$ cat config.mk
export PLATFORM = sky130hd
export DESIGN_NAME = bus_lane_ctrl
export DESIGN_NICKNAME = d
export VERILOG_FILES = /design/src/rtl/lane_pkg.sv /design/src/rtl/lane_fsm.sv /design/src/rtl/lane_addr_step.sv /design/src/rtl/lane_encode.sv /design/src/rtl/bus_lane_ctrl.sv
export SDC_FILE = /design/constraint.sdc
export NUM_CORES = 1
export LEC_CHECK = 0
export BUFFER_PORTS_ARGS = -buffer_cell sky130_fd_sc_hd__buf_2
export CAP_MARGIN = 20
export CORE_ASPECT_RATIO = 0.7
export CORE_UTILIZATION = 35
export CTS_BUF_LIST = sky130_fd_sc_hd__clkbuf_4
export CTS_CLUSTER_DIAMETER = 80
export DETAILED_ROUTE_END_ITERATION = 8
export PLACE_DENSITY = 0.55
export REMOVE_ABC_BUFFERS = 1
export SLEW_MARGIN = 5
export SYNTH_ARGS = -nofsm -noshare
export SYNTH_HDL_FRONTEND = slang
export SYNTH_SLANG_ARGS = --single-unit
$ cat constraint.sdc
create_clock -name clk -period 1.7 [get_ports clk]
set_input_delay 0.17 -clock clk [delete_from_list [all_inputs] [get_ports clk]]
set_output_delay 0.17 -clock clk [all_outputs]
set_load 0.02 [all_outputs]
$ cat src/rtl/lane_pkg.sv
package lane_pkg;

    localparam int LANES = 4;
    localparam int LA_W  = $clog2(LANES);

    localparam logic [1:0] WID_8  = 2'b00;
    localparam logic [1:0] WID_16 = 2'b01;

    typedef enum logic [1:0] {
        S_IDLE    = 2'b00,
        S_ADDR    = 2'b01,
        S_DATA    = 2'b10,
        S_RECOVER = 2'b11
    } seq_state_t;

endpackage

$ cat src/rtl/lane_fsm.sv
module lane_fsm
    import lane_pkg::*;
#(
    parameter int BEAT_W = 4
) (
    input  logic              clk,
    input  logic              rst_n,
    input  logic              req_valid,
    input  logic [BEAT_W-1:0] req_beats,
    input  logic              ready_n,
    output seq_state_t        state,
    output logic              accept,
    output logic              step
);

    seq_state_t        state_nx;
    logic [BEAT_W-1:0] beats_left;

    assign accept = (state == S_IDLE) && req_valid;
    assign step   = (state == S_DATA) && !ready_n;

    always_ff @(posedge clk) begin
        if (!rst_n) begin
            state      <= S_IDLE;
            beats_left <= '0;
        end else begin
            state <= state_nx;
            if (accept)
                beats_left <= req_beats;
            else if (step && beats_left != '0)
                beats_left <= beats_left - 1'b1;
        end
    end

    always_comb begin
        state_nx = state;
        unique case (state)
            S_IDLE:    if (req_valid) state_nx = S_ADDR;
            S_ADDR:    state_nx = S_DATA;
            S_DATA:    if (step && beats_left == '0) state_nx = S_RECOVER;
            S_RECOVER: state_nx = S_IDLE;
        endcase
    end

endmodule

$ cat src/rtl/lane_addr_step.sv
module lane_addr_step
    import lane_pkg::*;
(
    input  logic            clk,
    input  logic            rst_n,
    input  logic            load,
    input  logic [LA_W-1:0] start,
    input  logic [1:0]      width,
    input  logic            step,
    output logic [LA_W-1:0] cnt
);

    logic [LA_W-1:0] incr;

    always_comb begin
        unique case (width)
            WID_8:   incr = LA_W'(1);
            WID_16:  incr = LA_W'(2);
            default: incr = '0;
        endcase
    end

    always_ff @(posedge clk) begin
        if (!rst_n)
            cnt <= '0;
        else if (load)
            cnt <= start;
        else if (step)
            cnt <= cnt + incr;
    end

endmodule

$ cat src/rtl/lane_encode.sv
module lane_encode
    import lane_pkg::*;
(
    input  logic             active,
    input  logic [1:0]       width,
    input  logic [LANES-1:0] mask,
    input  logic [LA_W-1:0]  cnt,
    output logic [LANES-1:0] lane_n
);

    logic [LANES-1:0] full_n;

    for (genvar i = 0; i < LANES; i++) begin : g_lane
        assign full_n[i] = ~mask[i];
    end

    always_comb begin
        lane_n = '1;
        if (active) begin
            unique case (width)
                WID_8: begin
                    lane_n[1:0] = cnt;
                end
                WID_16: begin
                    lane_n[3] = ~mask[1];
                    lane_n[1] = cnt[1];
                    lane_n[0] = ~mask[0];
                end
                default: lane_n = full_n;
            endcase
        end
    end

endmodule

$ cat src/rtl/bus_lane_ctrl.sv
module bus_lane_ctrl
    import lane_pkg::*;
#(
    parameter int BEAT_W = 4
) (
    input  logic              clk,
    input  logic              rst_n,
    input  logic              req_valid,
    input  logic [1:0]        req_addr,
    input  logic [3:0]        req_mask,
    input  logic              req_write,
    input  logic              req_data,
    input  logic [BEAT_W-1:0] req_beats,
    input  logic [1:0]        req_width,
    input  logic              ready_n,
    output logic [3:0]        lane_en_n,
    output logic              data_en_n,
    output logic              xmit,
    output logic              is_data
);

    seq_state_t      state;
    logic            accept;
    logic            step;
    logic [LA_W-1:0] cnt;
    logic [3:0]      mask_q;
    logic [1:0]      width_q;
    logic            active;

    lane_fsm #(.BEAT_W(BEAT_W)) u_fsm (
        .clk       (clk),
        .rst_n     (rst_n),
        .req_valid (req_valid),
        .req_beats (req_beats),
        .ready_n   (ready_n),
        .state     (state),
        .accept    (accept),
        .step      (step)
    );

    lane_addr_step u_step (
        .clk   (clk),
        .rst_n (rst_n),
        .load  (accept),
        .start (req_addr),
        .width (width_q),
        .step  (step),
        .cnt   (cnt)
    );

    always_ff @(posedge clk) begin
        if (!rst_n) begin
            mask_q  <= '0;
            width_q <= '0;
            xmit    <= 1'b0;
            is_data <= 1'b0;
        end else if (accept) begin
            mask_q  <= req_mask;
            width_q <= req_width;
            xmit    <= req_write;
            is_data <= req_data;
        end
    end

    always_comb begin
        active    = 1'b0;
        data_en_n = 1'b1;
        unique case (state)
            S_IDLE:    ;
            S_ADDR:    active = 1'b1;
            S_DATA:    begin active = 1'b1; data_en_n = 1'b0; end
            S_RECOVER: ;
        endcase
    end

    lane_encode u_enc (
        .active (active),
        .width  (width_q),
        .mask   (mask_q),
        .cnt    (cnt),
        .lane_n (lane_en_n)
    );

endmodule

==> results.tsv <==
stage	metric	value	unit
synthesis	synth_flop_cell	sky130_fd_sc_hd__dfxtp_1	
detailed_routing	dr.pass1.iters	3	
finish	nFillCells	242	
global_routing	first_global_vias	686	
sta	report.final.setup_viol	0	
detailed_routing	post-route-drc-count	0	
sta	max_freq	631	MHz
clocking	clkSlewWorstSetupHoldPaths	0.10	ns
worst_setup_path	critPathArrivalTime	1.42	ns
detailed_routing	routed_wl	1810	um
synthesis	seq_area_frac_synth	38.6	%
synthesis	synth_enable_flop_cells	0	
sta	hold_violations	0	
sta	finalSetupTns	0	ns
die	start_util	37.9	%
detailed_routing	detailroute.via_count	766	
sta	layout_worst_path_cycle_share	93.3	%
finish	register_area	320	sq um
clocking	htreeDepth	1	
synthesis	synth.lib_cells_used.distinct	27	
finish	layout_common_cells	24 x sky130_fd_sc_hd__buf_2, 22 x sky130_fd_sc_hd__nand2_1, 16 x sky130_fd_sc_hd__dfxtp_1	
finish	layout-area-overhead-vs-synth	23.2	%
worst_setup_path	timing.critical_path.to_type	output pin	
worst_setup_path	cp.required	1.53	ns
die	io_pins	25	
synthesis	yosysWarningCount	0	
sta	timing.slew.headroom	73.1	%
die	row_count	14	
flow_run	maxCapViolCount	0	
worst_setup_path	crit_path_start	u_fsm.state[0]$_SDFFE_PN0P_	
clocking	cts.hold.buffers_added	0	
clocking	root_buffer	sky130_fd_sc_hd__clkbuf_4	
global_routing	grt_antenna_before_repair	0	
die	dieArea	2580	sq um
power_and_ir_drop	p_leak	0.421	nW
detailed_routing	wl_met3	70	um
power_and_ir_drop	worst_vdd_rail_ir_drop	0.000466	V
worst_setup_path	timing_worst_setup_path_type	reg2out	
detailed_routing	drt_first_iter_violations	25	
global_routing	first_pass_grt_wire_length	3070	um
sta	worstMarginPinSlew	0.403	ns
worst_hold_path	worst_hold_startpoint	req_mask[2]	
synthesis	synth.ff_latch_count	16	
detailed_routing	via_per_inst	4.61	
synthesis	synthCells	107	
placed_design	dpl_cell_area	991	sq um
sta	timing_max_transition_violations_final	0	
worst_setup_path	critical_path.startpoint_type	flop	
synthesis	synthArstFlopShare	0	%
placed_design	numPortBuffers	24	
clocking	total_clock_sinks	16	
finish	layout.cell_area.non_filler	1020	sq um
global_routing	grt_overflow	0	
placed_design	place.gp.congestion	0.829	
worst_setup_path	timing.rr.start	width_q[0]$_SDFFE_PN0P_	
power_and_ir_drop	pwr_density_cell	1390	nW/um^2
placed_design	dp_hpwl	1300	um
detailed_routing	met2RoutedLength	758	um
clocking	cts-root-to-sink-buffers	2	
die	die_y	42.8	um
finish	area_used_by_multi_input_combinational_logic	464	sq um
global_routing	pin_count_of_the_biggest_net_entering_global_routing	20	
finish	layout_commonest_cell	sky130_fd_sc_hd__buf_2	
synthesis	synth.cell_area	831	sq um
clocking	tritoncts.num_buffers	3	
worst_hold_path	type_of_the_tightest_min_delay_check	in2reg	
global_routing	grt_usage	16.4	%
synthesis	syn_area_per_cell	7.76	sq um
sta	grt_setup_unrepaired	no	
detailed_routing	routedLengthMet1	967	um
die	design.core.area	2190	sq um
detailed_routing	route.detailed.wl_per_inst	10.9	um
sta	min_period	1.59	ns
detailed_routing	dr.max_layer_used	met4	
worst_setup_path	path_max_fanout	5	
detailed_routing	detail-route-antenna-nets	0	
die	die_width	60.2	um
finish	ant_cells	0	
clocking	clock_latency	0.30	ns
sta	clock_skew	0.000792	ns
run_status	run_status	completed	
finish	nets	158	
clocking	tritoncts	done	
finish	final_layout_size_suffix_gt1_share	23.9	%
## cells in the mapped netlist (all sizes together) (2+ instances only)
master   n  area (sq um)
a21oi   12          60.1
nor2     6          22.5
dfxtp   16           320
xnor2    2          17.5
nand2b   2          12.5
clkbuf   3          11.3
nand3    3          15.0
or3      2          12.5
nor2b    2          20.0
o21ai    8          40.0
inv      8          30.0
nand2   22          82.6
nor3     4          20.0
ha       5          62.6
## sequential cells by signal (all words and copies together) (netlist names)
register and cells:
xmit 1, u_fsm.beats_left 4, u_fsm.state 2, width_q 2
mask_q 4, is_data 1, u_step.cnt 2
## per-layer routing
layer	vias to the layer above	track usage [%]
li1	418	-
met1	330	21.9
met2	16	24.4
met3	2	5.49
met4	0	5.58
met5	-	0
## critical path, cell delays in order (launching register included)
cell	delay [ns]
sky130_fd_sc_hd__dfxtp_1	0.34
sky130_fd_sc_hd__inv_1	0.08
sky130_fd_sc_hd__ha_1	0.38
sky130_fd_sc_hd__o221ai_1	0.14
sky130_fd_sc_hd__buf_2	0.18
## per-stage QoR
| step | instances | setup WS (ns) | hold WS, ns | total power [mW] | util (%) |
|---|---|---|---|---|---|
| 6_report | 166 | 0.115 | 0.0998 | 1.42 | 46.7 |
| 5_1_grt | 166 | 0.00773 | 0.0927 | 1.57 | 46.7 |
| 4_1_cts | 166 | 0.0980 | 0.0770 | 1.44 | 46.5 |
| 3_5_place_dp | 162 | 0.188 | 0.412 | 1.21 | 45.3 |
| 3_3_place_gp | 162 | 0.219 | 0.410 | 1.20 | 45.3 |
| 2_1_floorplan | 103 | 0.178 | 0.306 | 1.00 | - |
## timing repair
action	CTS	global route
gates resized for setup	0	1
endpoints found under the hold margin	0	0
endpoints found under the setup margin	0	2
setup buffers	0	0
## cell type report
type                    count  share of cell area, %
multi-input cells          79                   45.4
inverters                   8                   2.93
repair buffers             27                   13.9
clock inverters             1                  0.367
flip-flops and latches     16                   31.3
clock buffers               3                   2.20
well taps                  32                   3.91
## logic make-up (layout without fill, tap and decap cells)
kind of cell | after synthesis | count (layout) | synth area share (%)
AND/OR/NAND/NOR | 44 | 44 | 25.2
AO/OA/AOI/OAI | 26 | 26 | 18.1
flip-flops | 16 | 16 | 38.6
buffers and inverters | 12 | 39 | 6.33
adder cells (fa/ha/maj) | 5 | 5 | 7.53
XOR/XNOR | 3 | 3 | 3.16
multiplexers | 1 | 1 | 1.20
## power by group
part,total [mW],switching [mW],leakage [nW],internal [mW]
logic,0.677,0.402,0.274,0.274
clock network,0.216,0.131,0.0154,0.0856
registers,0.525,0.0592,0.132,0.466
## path summary, 6_finish.rpt
kind                                end  slack [ns]  cells after the start
max                        lane_en_n[0]        0.11                      4
min              mask_q[2]$_SDFFE_PN0P_         0.1                      3
max reg2reg  u_step.cnt[1]$_SDFFE_PN0P_        0.18                      5
min reg2reg        is_data$_SDFFE_PN0P_        0.46                      2
(Power assumes the default switching activity.)
